--- src/rtl/tdm_pkg.sv ---
`timescale 1ns/1ps
package tdm_pkg;
  localparam int FLG_ROR = 0;
  localparam int FLG_TUR = 1;
  localparam int FLG_BCE = 2;
  localparam int NUM_FLG = 3;

  // slot width from the data size fields
  function automatic logic [5:0] slot_width(input logic [3:0] dsize, input logic ext);
    return 6'(dsize) + 6'd1 + (ext ? 6'd16 : 6'd0);
  endfunction
endpackage

--- src/rtl/tdm_fifo.sv ---
`timescale 1ns/1ps
module tdm_fifo #(
  parameter int DW    = 32,
  parameter int DEPTH = 16,
  localparam int PTR_W = $clog2(DEPTH),
  localparam int CNT_W = $clog2(DEPTH + 1)
) (
  input  logic             clk,
  input  logic             rst,
  input  logic             push,
  input  logic [DW-1:0]    din,
  input  logic             pop,
  output logic [DW-1:0]    dout,
  output logic [CNT_W-1:0] count
);
  logic [DW-1:0]    mem [DEPTH];
  logic [PTR_W-1:0] wp, rp;
  logic             full, empty, do_push, do_pop;

  assign full    = (count == CNT_W'(DEPTH));
  assign empty   = (count == '0);
  assign do_push = push && !full;
  assign do_pop  = pop && !empty;
  assign dout    = mem[rp];

  always_ff @(posedge clk) begin
    if (do_push) mem[wp] <= din;
  end

  always_ff @(posedge clk) begin
    if (rst) begin
      wp    <= '0;
      rp    <= '0;
      count <= '0;
    end else begin
      if (do_push) wp <= (wp == PTR_W'(DEPTH - 1)) ? '0 : wp + 1'b1;
      if (do_pop)  rp <= (rp == PTR_W'(DEPTH - 1)) ? '0 : rp + 1'b1;
      case ({do_push, do_pop})
        2'b10:   count <= count + 1'b1;
        2'b01:   count <= count - 1'b1;
        default: count <= count;
      endcase
    end
  end

  // occupancy never passes the depth
  a_r8_count_bound: assert property (@(posedge clk) disable iff (rst)
    count <= CNT_W'(DEPTH));
  // an empty FIFO with no push stays empty
  a_r8_empty_holds: assert property (@(posedge clk) disable iff (rst)
    (empty && !push) |=> (count == '0));
endmodule

--- src/rtl/tdm_slot_seq.sv ---
`timescale 1ns/1ps
module tdm_slot_seq #(
  parameter int MAX_SLOTS = 8,
  parameter int DATA_W    = 32,
  localparam int SLOT_W = $clog2(MAX_SLOTS),
  localparam int BIT_W  = $clog2(DATA_W),
  localparam int WID_W  = $clog2(DATA_W + 1)
) (
  input  logic              clk,
  input  logic              rst,
  input  logic              bit_en,
  input  logic              frame_sync,
  input  logic              enable,
  input  logic [SLOT_W-1:0] slots_m1,
  input  logic [WID_W-1:0]  width,
  output logic              step,
  output logic [SLOT_W-1:0] cur_slot,
  output logic [BIT_W-1:0]  cur_bit,
  output logic              first_bit,
  output logic              last_bit,
  output logic              bce,
  output logic              active
);
  logic              act_q;
  logic [SLOT_W-1:0] slot_q;
  logic [BIT_W-1:0]  bit_q;
  logic              start, last_slot;

  assign start     = bit_en && frame_sync && enable;
  assign bce       = start && act_q && (bit_q != '0);
  assign cur_slot  = start ? '0 : slot_q;
  assign cur_bit   = start ? '0 : bit_q;
  assign step      = bit_en && enable && (start || act_q);
  assign first_bit = (cur_bit == '0);
  assign last_bit  = ((WID_W'(cur_bit) + WID_W'(1)) == width);
  assign last_slot = (cur_slot == slots_m1);
  assign active    = act_q;

  always_ff @(posedge clk) begin
    if (rst || !enable) begin
      act_q  <= 1'b0;
      slot_q <= '0;
      bit_q  <= '0;
    end else if (step) begin
      if (last_bit) begin
        bit_q <= '0;
        if (last_slot) begin
          act_q  <= 1'b0;
          slot_q <= '0;
        end else begin
          act_q  <= 1'b1;
          slot_q <= cur_slot + 1'b1;
        end
      end else begin
        act_q  <= 1'b1;
        slot_q <= cur_slot;
        bit_q  <= cur_bit + 1'b1;
      end
    end
  end

  // a running frame never indexes a slot past the configured count
  a_r1_slot_in_range: assert property (@(posedge clk) disable iff (rst || !enable)
    act_q |-> (slot_q <= slots_m1));
  // a frame start cutting a slot short resumes at bit 1 or slot end
  a_r10_restart: assert property (@(posedge clk) disable iff (rst || !enable)
    (bce && (width > WID_W'(1))) |=> (act_q && slot_q == '0 && bit_q == BIT_W'(1)));
endmodule

--- src/rtl/tdm_sticky_flags.sv ---
`timescale 1ns/1ps
module tdm_sticky_flags #(
  parameter int N = 3
) (
  input  logic         clk,
  input  logic         rst,
  input  logic [N-1:0] set,
  input  logic         clr_we,
  input  logic [N-1:0] clr,
  output logic [N-1:0] flags
);
  logic [N-1:0] clr_eff;
  assign clr_eff = clr_we ? clr : '0;

  always_ff @(posedge clk) begin
    if (rst) flags <= '0;
    else     flags <= (flags & ~clr_eff) | set;
  end

  for (genvar i = 0; i < N; i++) begin : g_chk
    // a set event is always visible on the next cycle
    a_r11_set_sticks: assert property (@(posedge clk) disable iff (rst)
      set[i] |=> flags[i]);
    // without a clearing write a flag never falls
    a_r11_no_spurious_clear: assert property (@(posedge clk) disable iff (rst)
      (flags[i] && !(clr_we && clr[i])) |=> flags[i]);
  end
endmodule

--- src/rtl/tdm_slot_engine.sv ---
`timescale 1ns/1ps
module tdm_slot_engine #(
  parameter int MAX_SLOTS  = 8,
  parameter int DATA_W     = 32,
  parameter int FIFO_DEPTH = 16,
  parameter int TX_THRESH  = 7,
  parameter int RX_THRESH  = 8,
  localparam int SLOT_W = $clog2(MAX_SLOTS),
  localparam int BIT_W  = $clog2(DATA_W),
  localparam int WID_W  = $clog2(DATA_W + 1),
  localparam int CNT_W  = $clog2(FIFO_DEPTH + 1)
) (
  input  logic                 clk,
  input  logic                 rst,
  input  logic                 bit_en,
  input  logic                 frame_sync,
  input  logic                 rxd,
  output logic                 txd,
  output logic                 txd_oe,
  input  logic                 cfg_run,
  input  logic                 cfg_net_en,
  input  logic [SLOT_W-1:0]    cfg_slots_m1,
  input  logic [3:0]           cfg_dsize,
  input  logic                 cfg_dsize_ext,
  input  logic [MAX_SLOTS-1:0] cfg_tx_mask,
  input  logic [MAX_SLOTS-1:0] cfg_rx_mask,
  input  logic                 cfg_tri_en,
  input  logic                 cfg_tx_req_en,
  input  logic                 cfg_rx_req_en,
  input  logic                 tx_push,
  input  logic [DATA_W-1:0]    tx_data,
  input  logic                 rx_pop,
  output logic [DATA_W-1:0]    rx_data,
  output logic                 rx_empty,
  output logic                 tx_req,
  output logic                 rx_req,
  output logic                 cfg_err,
  input  logic                 sts_wr,
  input  logic [2:0]           sts_clr,
  output logic [2:0]           sts_flags
);
  import tdm_pkg::*;

  logic              net_mode, cfg_err_now, enable;
  logic [WID_W-1:0]  width;
  logic              step, first_bit, last_bit, bce, seq_active;
  logic [SLOT_W-1:0] cur_slot;
  logic [BIT_W-1:0]  cur_bit, out_idx;
  logic              tx_sel, rx_sel, tx_load, tx_pop, tx_empty, tur_set;
  logic [DATA_W-1:0] tx_head, tx_word_q, tx_word_now;
  logic [CNT_W-1:0]  tx_count, rx_count;
  logic [DATA_W-2:0] rx_sh;
  logic [DATA_W-1:0] rx_next;
  logic              rx_done, rx_full, rx_push, ror_set;
  logic [NUM_FLG-1:0] flag_set;

  // ---------------- configuration decode ----------------
  assign width       = WID_W'(slot_width(cfg_dsize, cfg_dsize_ext));
  assign net_mode    = cfg_net_en || (cfg_slots_m1 != '0);
  assign cfg_err_now = cfg_run && net_mode && (cfg_tx_mask == '0);
  assign enable      = cfg_run && !cfg_err_now;

  always_ff @(posedge clk) begin
    if (rst) cfg_err <= 1'b0;
    else     cfg_err <= cfg_err_now;
  end

  tdm_slot_seq #(.MAX_SLOTS(MAX_SLOTS), .DATA_W(DATA_W)) i_seq (
    .clk(clk), .rst(rst), .bit_en(bit_en), .frame_sync(frame_sync),
    .enable(enable), .slots_m1(cfg_slots_m1), .width(width),
    .step(step), .cur_slot(cur_slot), .cur_bit(cur_bit),
    .first_bit(first_bit), .last_bit(last_bit), .bce(bce), .active(seq_active)
  );

  assign tx_sel = net_mode ? cfg_tx_mask[cur_slot] : 1'b1;
  assign rx_sel = net_mode ? cfg_rx_mask[cur_slot] : 1'b1;

  // ---------------- transmit path ----------------
  tdm_fifo #(.DW(DATA_W), .DEPTH(FIFO_DEPTH)) i_tx_fifo (
    .clk(clk), .rst(rst), .push(tx_push), .din(tx_data),
    .pop(tx_pop), .dout(tx_head), .count(tx_count)
  );

  assign tx_empty    = (tx_count == '0);
  assign tx_load     = step && first_bit && tx_sel;
  assign tx_pop      = tx_load && !tx_empty;
  assign tur_set     = tx_load && tx_empty;
  assign tx_word_now = first_bit ? (tx_empty ? '0 : tx_head) : tx_word_q;
  assign out_idx     = BIT_W'(width - WID_W'(1)) - cur_bit;

  always_ff @(posedge clk) begin
    if (rst) begin
      txd       <= 1'b0;
      txd_oe    <= 1'b0;
      tx_word_q <= '0;
    end else if (bit_en) begin
      if (step) begin
        if (tx_load) tx_word_q <= tx_word_now;
        txd    <= tx_sel ? tx_word_now[out_idx] : 1'b0;
        txd_oe <= tx_sel || !cfg_tri_en;
      end else begin
        txd    <= 1'b0;
        txd_oe <= !cfg_tri_en;
      end
    end
  end

  // ---------------- receive path ----------------
  assign rx_next = first_bit ? DATA_W'(rxd) : {rx_sh, rxd};
  assign rx_done = step && rx_sel && last_bit;
  assign rx_full = (rx_count == CNT_W'(FIFO_DEPTH));
  assign rx_push = rx_done && !rx_full;
  assign ror_set = rx_done && rx_full;

  always_ff @(posedge clk) begin
    if (rst)                 rx_sh <= '0;
    else if (step && rx_sel) rx_sh <= rx_next[DATA_W-2:0];
  end

  tdm_fifo #(.DW(DATA_W), .DEPTH(FIFO_DEPTH)) i_rx_fifo (
    .clk(clk), .rst(rst), .push(rx_push), .din(rx_next),
    .pop(rx_pop), .dout(rx_data), .count(rx_count)
  );
  assign rx_empty = (rx_count == '0);

  // ---------------- service requests ----------------
  always_ff @(posedge clk) begin
    if (rst) begin
      tx_req <= 1'b0;
      rx_req <= 1'b0;
    end else begin
      tx_req <= cfg_tx_req_en && (tx_count <= CNT_W'(TX_THRESH));
      rx_req <= cfg_rx_req_en && (rx_count >= CNT_W'(RX_THRESH));
    end
  end

  // ---------------- sticky status ----------------
  always_comb begin
    flag_set          = '0;
    flag_set[FLG_ROR] = ror_set;
    flag_set[FLG_TUR] = tur_set;
    flag_set[FLG_BCE] = bce;
  end

  tdm_sticky_flags #(.N(NUM_FLG)) i_flags (
    .clk(clk), .rst(rst), .set(flag_set), .clr_we(sts_wr),
    .clr(sts_clr), .flags(sts_flags)
  );

  // a bad configuration keeps the slot sequencer idle
  a_r4_err_blocks_frame: assert property (@(posedge clk) disable iff (rst)
    cfg_err |-> !seq_active);
  // the first bit of an underrun slot goes out as zero
  a_r9_underrun_zero: assert property (@(posedge clk) disable iff (rst)
    tur_set |=> !txd);
  // requests stay low while their enables are off
  a_r7_tx_req_gate: assert property (@(posedge clk) disable iff (rst)
    !cfg_tx_req_en |=> !tx_req);
  a_r7_rx_req_gate: assert property (@(posedge clk) disable iff (rst)
    !cfg_rx_req_en |=> !rx_req);
  // with floating enabled, a bit clock outside any frame releases TXD
  a_r5_idle_float: assert property (@(posedge clk) disable iff (rst)
    (bit_en && !step && cfg_tri_en) |=> !txd_oe);
endmodule

--- config.mk ---
export PLATFORM = sky130hd
export DESIGN_NAME = tdm_slot_engine
export DESIGN_NICKNAME = d
export VERILOG_FILES = /design/src/rtl/tdm_pkg.sv /design/src/rtl/tdm_fifo.sv /design/src/rtl/tdm_slot_seq.sv /design/src/rtl/tdm_sticky_flags.sv /design/src/rtl/tdm_slot_engine.sv
export SDC_FILE = /design/constraint.sdc
export NUM_CORES = 1
export LEC_CHECK = 0
export BUFFER_PORTS_ARGS = -buffer_cell sky130_fd_sc_hd__clkbuf_2
export CORE_ASPECT_RATIO = 0.7
export CORE_MARGIN = 3
export CORE_UTILIZATION = 56
export DETAILED_ROUTE_END_ITERATION = 10
export GPL_TIMING_DRIVEN = 0
export MAX_ROUTING_LAYER = met4
export PLACE_DENSITY = 0.75
export SKIP_LAST_GASP = 1
export SYNTH_ARGS = -nofsm -noshare
export SYNTH_HDL_FRONTEND = slang
export SYNTH_SLANG_ARGS = --single-unit
--- constraint.sdc ---
create_clock -name clk -period 5.65 [get_ports clk]
set_clock_uncertainty 0.2 [all_clocks]
set_input_delay 0.2825 -clock clk [delete_from_list [all_inputs] [get_ports clk]]
set_output_delay 0.2825 -clock clk [all_outputs]
set_load 0.01 [all_outputs]
==> summary.txt, run 1 <==
Status
  – Status: complete, no violations

CTS
  – CTS tree: yes
  – CTS H-tree depth: 3
  – Reg clk slew, reported paths: 0.06 ns
  – Clk Latency, worst-skew pair: 0.67 ns
  – Inserted Clock Buffers: 103
  – CTS sink cnt: 1138
  – Root Driver: clkbuf_16
  – Clk buf depth: 3

Critical path
  – Crit. End Element: flip-flop
  – WP data required: 6.02 ns
  – Worst path arrival time: 5.72 ns
  – Crit path kind: in -> reg
  – CP Max Fanout: 10
  – Crit-path max cell delay: 0.53 ns
  – Crit-path slowest cell: dlygate4sd3_1
  – Crit start category: input port

Global route
  – Initial antenna violation count: 5
  – Vias in the first global route: 24810
  – Largest net degree at the start of global routing: 26
  – Total grt overflow: 0
  – Total GRT Usage: 0.2913
  – Global-route wire length before repair: 170400 µm

Run
  – Maxcap violations: 0

Timing
  – Final setup fails: 0
  – Max-slew headroom: 0.1793
  – Fmax: 187.0 MHz
  – Tcrit/Tclk final: 0.9466
  – Final Critical Period: 5.349 ns
  – Unrepaired setup endpoints after global routing: false
  – Fin. max-slew vios: 0
  – Slew @ Worst Pin: 1.231 ns
  – Final Hold Vio Count: 0
  – Final hold slack: 0.04282 ns

Power and ir drop
  – Worst IR Drop VDD: 0.2584 mV
  – Cell Pwr Density: 326.9 mW/mm²
  – Sw frac: 0.2031
  – Combinational power share: 0.035
  – Net Sw Power: 3.457 mW
  – Pleak: 15.56 nW
  – Clock network fraction of total power: 0.426
  – Sequential share of power: 0.539
  – Int Power: 13.57 mW

Floorplanning
  – Initial Utilization: 0.5687
  – IO Count: 113
  – Die area: 0.08381 mm²
  – Core footprint: 0.07909 mm²
  – Rows: 86
  – Die W: 344.7 µm
  – Height of the die: 243.1 µm

Synthesis
  – Async SR Flop Fraction: 0
  – Post-synth EDFFs: 1024
  – Seq/Total Area, Yosys: 0.7344
  – Top cells by area, synth: edfxtp_1 68%, mux4_2 13%, dfxtp_1 5.1%, mux2i_1 2.3%, nor2_1 1.1%
  – Cell variety after synth: 76
  – Top cell type's share of synthesized area: 0.6836
  – Dominant cell type by area after synthesis: edfxtp_1
  – Syn_nets: 2466
  – Top post-synthesis cells by count: 1024 x edfxtp_1, 269 x mux4_2, 137 x nor2_1
  – Syn Inst Count: 2367
  – Predominant post-synthesis flop cell: edfxtp_1
  – Syn avg cell area: 19.00 µm²
  – Count leader, synth: edfxtp_1
  – Synth Cell Area: 0.04498 mm²
  – FF+latch count, synth: 1138
  – Yosys warns: 0

Detailed routing
  – DR vias/cell: 6.543
  – Routed wire length: 116300 µm
  – WL per Instance: 30.33 µm
  – Remaining antenna violation count: 0
  – Vias: 25080
  – Number of iterations in the first detailed-routing pass: 6
  – Remaining DRCs: 0
  – Initial DRC Count: 3721

Place
  – Placed Cells: 3588
  – Port buffer count: 111
  – Routability cong.: 0.9321
  – Hpwl dp: 75350 µm
  – Placement Cell Area: 0.04805 mm²

Min path
  – Worst hold path class: in -> reg

Finish
  – # nets final: 2785
  – Final instance area: 0.05207 mm²
  – Area Growth Syn to Fin: 15.77%
  – Post-Layout Cell Count: 3833
  – Final core occ: 0.6584
  – Layout cells sized above 1: 0.2522
-- area by class of cell --
cell class / count / area (µm²)
Fill cell: 5023 / 27020
Multi-Input combinational cell: 1066 / 11490
Inverter: 26 / 97.59
Antenna cell: 5 / 12.51
Buffer: 136 / 613.1
Timing Repair Buffer: 215 / 2001
Sequential cell: 1138 / 33030
Clock inverter: 57 / 649.4
Clock buffer: 134 / 2860
Tap cell: 1056 / 1321
-- routing by layer --
layer,part of all wire,up-vias,global-route usage,routed length (µm)
met4,0.025,0,0.07216,2941
met3,0.13,215,0.06510,14740
met1,0.41,12900,0.4475,47710
li1,-,10220,-,-
met2,0.44,1746,0.4012,50860
met5,0,-,-,0
-- timing repair --
item,CTS,global route
gates resized for setup,1,8
hold buffers,48,0
setup endpoints to repair,1,4
setup buffers,0,2
hold endpoints to repair,544,0
pin swaps,0,1
-- worst paths after layout --
check             depth (start not counted)                       startpoint  slack [ns]                              end
hold reg to reg                           2        tx_word_q[9]$_SDFFE_PP0P_        0.28        tx_word_q[9]$_SDFFE_PP0P_
setup / recovery                         25                           bit_en        0.30  i_rx_fifo.count[4]$_SDFFE_PP0P_
hold / removal                            5                  cfg_slots_m1[2]        0.04     i_seq.slot_q[2]$_SDFFE_PP0P_
setup reg to reg                         15  i_tx_fifo.count[0]$_SDFFE_PP0P_        0.35  i_tx_fifo.count[4]$_SDFFE_PP0P_
-- stage by stage --
| step | setup TNS [ns] | setup slack, ns | total power [mW] |
|---|---|---|---|
| floorplan | 0 | 0.3448 | 9.642 |
| global placement | -1137.19 | -3.031 | 9.865 |
| detailed placement | -10.13 | -0.7469 | 9.906 |
| CTS | 0 | 0.04782 | 17.05 |
| global route | 0 | 0.02070 | 17.44 |
| finish | 0 | 0.3014 | 17.02 |
-- power by group through the flow --
stage / sequential [mW] / clock (mW) / combinational (mW)
6_report: 9.17 / 7.25 / 0.601
2_1_floorplan: 9.35 / 0 / 0.291
5_1_grt: 9.17 / 7.63 / 0.635
3_5_place_dp: 9.35 / 0 / 0.552
3_3_place_gp: 9.36 / 0 / 0.508
4_1_cts: 9.17 / 7.30 / 0.583
-- kinds of logic (layout without fill, tap and decap cells) --
| family | count (synthesis) | after routing | share of synthesized area |
|---|---|---|---|
| adder cells (fa/ha/maj) | 28 | 28 | 0.008067 |
| other | 0 | 5 | 0 |
| AND/OR/NAND/NOR | 411 | 411 | 0.04312 |
| multiplexers | 384 | 384 | 0.1606 |
| buffers and inverters | 163 | 568 | 0.01580 |
| flip-flops | 1138 | 1138 | 0.7344 |
| XOR/XNOR | 34 | 34 | 0.006620 |
| AO/OA/AOI/OAI | 209 | 209 | 0.03146 |
-- flip-flops by register name (all words and copies together) (netlist names), named ones only --
signal and cells:
tx_word_q 32, i_flags.flags 3, i_seq.bit_q 5, i_tx_fifo.mem 512, i_seq.slot_q 3, i_rx_fifo.count 5, txd 1, i_tx_fifo.wp 4
i_tx_fifo.rp 4, i_seq.active 1, tx_req 1, txd_oe 1, rx_sh 31, i_rx_fifo.rp 4, rx_req 1, i_rx_fifo.wp 4
i_tx_fifo.count 5, i_rx_fifo.mem 512, cfg_err 1
-- cells in the final DEF (no fill, tap or decap), types with 14 or more instances in the layout --
cell type and instances:
a211oi_1 16, a21oi_1 66, a22oi_1 18, and2_1 36, buf_1 18, buf_12 23
buf_2 38, buf_6 19, bufinv_16 14, clkbuf_1 86, clkbuf_16 108, clkbuf_2 116
clkinv_1 16, clkinv_2 19, dfxtp_1 114, dlygate4sd3_1 48, edfxtp_1 1024, ha_1 25
inv_1 25, mux2i_1 104, mux4_2 269, nand2_1 109, nand3_1 17, nor2_1 114
nor2_4 23, nor3_1 31, o21ai_0 25, xor2_1 21
-- critical path, delay by kind of cell --
family / cells / cell delay, ns
XOR/XNOR: 2 / 0.35
multiplexers: 2 / 0.23
AO/OA/AOI/OAI: 5 / 0.70
AND/OR/NAND/NOR: 6 / 1.37
buffers and inverters: 7 / 1.93
adder cells (fa/ha/maj): 3 / 0.84
Power figures use the tool's default switching activity.
==> run 2: changes to the inputs <==
Settings changed: CELL_PAD_IN_SITES_DETAIL_PLACEMENT from default to 1, CELL_PAD_IN_SITES_GLOBAL_PLACEMENT from default to 1, CORE_UTILIZATION 56 to 49, PLACE_DENSITY 0.75 to default, PLACE_DENSITY_LB_ADDON from default to 0.1.
==> summary.txt, run 2 (same netlist as run 1, synthesis figures left out) <==
Finish
  – Final instance area: 0.05233 mm² (was 0.05207 mm²)
  – Area Growth Syn to Fin: 16.33% (was 15.77%)
  – # nets final: 2791 (was 2785)
  – # fillers: 7997 (was 5023)
  – Most common cell after layout, fill and taps aside: edfxtp_1 (unchanged)
  – Most frequent cells in the layout: 1024 x edfxtp_1, 269 x mux4_2, 116 x clkbuf_2 (unchanged)
  – Final core occ: 0.5783 (was 0.6584)
  – Layout cells sized above 1: 0.2543 (was 0.2522)
  – Largest regs: i_rx_fifo.mem (512), i_tx_fifo.mem (512), tx_word_q (32) (unchanged)

Timing
  – Setup TNS Final: 0 ns (unchanged)
  – Final Hold Vio Count: 0 (unchanged)
  – Unrepaired setup endpoints after global routing: true (was false)
  – Final setup fails: 0 (unchanged)
  – Fin. max-slew vios: 0 (unchanged)
  – Slew @ Worst Pin: 1.265 ns (was 1.231 ns)
  – Final Critical Period: 5.352 ns (was 5.349 ns)
  – Tcrit/Tclk final: 0.9473 (was 0.9466)
  – Max-slew headroom: 0.1570 (was 0.1793)
  – Fmax: 186.8 MHz (was 187.0 MHz)

Detailed routing
  – Initial DRC Count: 3052 (was 3721)
  – Vias: 24630 (was 25080)
  – Routed wire length: 125800 µm (was 116300 µm)
  – DR vias/cell: 6.144 (was 6.543)
  – Remaining DRCs: 0 (unchanged)
  – WL per Instance: 31.39 µm (was 30.33 µm)
  – Remaining antenna violation count: 0 (unchanged)
  – Number of iterations in the first detailed-routing pass: 5 (was 6)

Floorplanning
  – IO Count: 113 (unchanged)
  – Rows: 92 (was 86)
  – Die area: 0.09553 mm² (was 0.08381 mm²)
  – Height of the die: 259.5 µm (was 243.1 µm)
  – Core footprint: 0.09048 mm² (was 0.07909 mm²)
  – Initial Utilization: 0.4972 (was 0.5687)
  – Die W: 368.1 µm (was 344.7 µm)

Critical path
  – WP data required: 6.05 ns (was 6.02 ns)
  – CP Max Fanout: 12 (was 10)
  – Crit start category: input port (unchanged)
  – Reg2reg end: i_tx_fifo.count[4]$_SDFFE_PP0P_ (unchanged)
  – Crit path kind: in -> reg (unchanged)
  – Crit-path slowest cell: dlygate4sd3_1 (unchanged)
  – Worst path arrival time: 5.75 ns (was 5.72 ns)
  – Crit. End Element: flip-flop (unchanged)
  – R2r setup slk: 0.37 ns (was 0.35 ns)
  – R2R cell count: 15 (unchanged)
  – Crit-path max cell delay: 0.53 ns (about the same)
  – Worst setup startpoint: bit_en (unchanged)
  – RR Startpoint: i_tx_fifo.count[0]$_SDFFE_PP0P_ (unchanged)

Power and ir drop
  – Pleak: 15.58 nW (was 15.56 nW)
  – Cell Pwr Density: 325.2 mW/mm² (was 326.9 mW/mm²)
  – Worst IR Drop VDD: 0.2312 mV (was 0.2584 mV)
  – Total power: 17.01 mW (was 17.02 mW)

Place
  – Hpwl dp: 84170 µm (was 75350 µm)
  – Port buffer count: 111 (unchanged)
  – Routability cong.: 0.8839 (was 0.9321)
  – Placement Cell Area: 0.04835 mm² (was 0.04805 mm²)

CTS
  – CTS sink cnt: 1138 (unchanged)
  – CTS H-tree depth: 3 (unchanged)
  – Root Driver: clkbuf_16 (unchanged)
  – Clk Latency, worst-skew pair: 0.69 ns (was 0.67 ns)
  – Inserted Clock Buffers: 108 (was 103)
  – Reg clk slew, reported paths: 0.07 ns (was 0.06 ns)
  – CTS tree: yes (unchanged)
  – Clk buf depth: 3 (unchanged)

Run
  – Maxcap violations: 0 (unchanged)

Min path
  – Hold Path Sink: i_seq.slot_q[2]$_SDFFE_PP0P_ (unchanged)
  – Worst hold path class: in -> reg (unchanged)
  – Hold path cells: 5 (unchanged)
  – Hold path start: cfg_slots_m1[1] (was cfg_slots_m1[2])

Status
  – Status: complete, no violations (unchanged)

Global route
  – Total grt overflow: 0 (unchanged)
  – Initial antenna violation count: 9 (was 5)
  – Vias in the first global route: 25560 (was 24810)
  – Total GRT Usage: 0.2742 (was 0.2913)
  – Largest net degree at the start of global routing: 25 (was 26)
  – Global-route wire length before repair: 181600 µm (was 170400 µm)
## run 2: how the worst max path moves through the flow
stage	slack (ns)	to	cells after the start
3_5_place_dp	-0.73	i_tx_fifo.count[4]$_SDFFE_PP0P_	21
5_1_grt	-0.001	i_rx_fifo.count[4]$_SDFFE_PP0P_	26
3_3_place_gp	-3.10	i_rx_fifo.mem[3][20]$_DFFE_PP_	18
4_1_cts	0.14	i_rx_fifo.count[4]$_SDFFE_PP0P_	26
2_1_floorplan	0.34	i_rx_fifo.mem[3][0]$_DFFE_PP_	16
6_report	0.30	i_rx_fifo.count[4]$_SDFFE_PP0P_	26
## run 2: layer usage
layer	GRT usage	up-vias	wire length (µm)
li1	-	10230	-
met1	0.4128	13210	57050
met2	0.3831	1021	54900
met3	0.06618	174	11260
met4	0.05798	0	2593
met5	-	-	0
## run 2: cell type report
cell class	count	area, µm²	area share
Clock buffer	140	2935	0.05610
Clock inverter	58	543.0	0.01038
Tap cell	1222	1529	0.02922
Timing Repair Buffer	216	2074	0.03965
Antenna cell	6	15.01	0.0002869
Inverter	26	97.59	0.001865
Sequential cell	1138	33030	0.6313
Multi-Input combinational cell	1066	11490	0.2195
Buffer	136	613.1	0.01172
## run 2: through the flow
stage / instances / setup slack (ns) / hold slack [ns]
finish: 4008 / 0.2980 / 0.04182
global route: 4007 / -0.001047 / 0.04566
CTS: 4001 / 0.1406 / 0.003720
detailed placement: 3757 / -0.7298 / 0.2681
global placement: 3700 / -3.101 / 0.2391
floorplan: 2367 / 0.3448 / 0.1814
## run 2: worst max-delay path: cells and delay by family
| family | cells | cell delay, ns |
|---|---|---|
| AO/OA/AOI/OAI | 5 | 0.64 |
| adder cells (fa/ha/maj) | 3 | 0.66 |
| buffers and inverters | 7 | 1.75 |
| XOR/XNOR | 2 | 0.34 |
| AND/OR/NAND/NOR | 7 | 1.80 |
| multiplexers | 2 | 0.25 |
## run 2: where the power goes
| group | switching (mW) | leakage, nW | internal (mW) | total [mW] |
|---|---|---|---|---|
| registers | 0.0190 | 9.45 | 9.15 | 9.17 |
| clock network | 3.12 | 1.70 | 4.11 | 7.22 |
| logic | 0.413 | 4.42 | 0.206 | 0.619 |
## run 2: timing repair
action	CTS	global route
gates resized for setup	2	6
hold endpoints to repair	544	0
pin swaps	0	1
endpoints found under the setup margin	1	4
hold buffers	46	0
buffers inserted	0	2
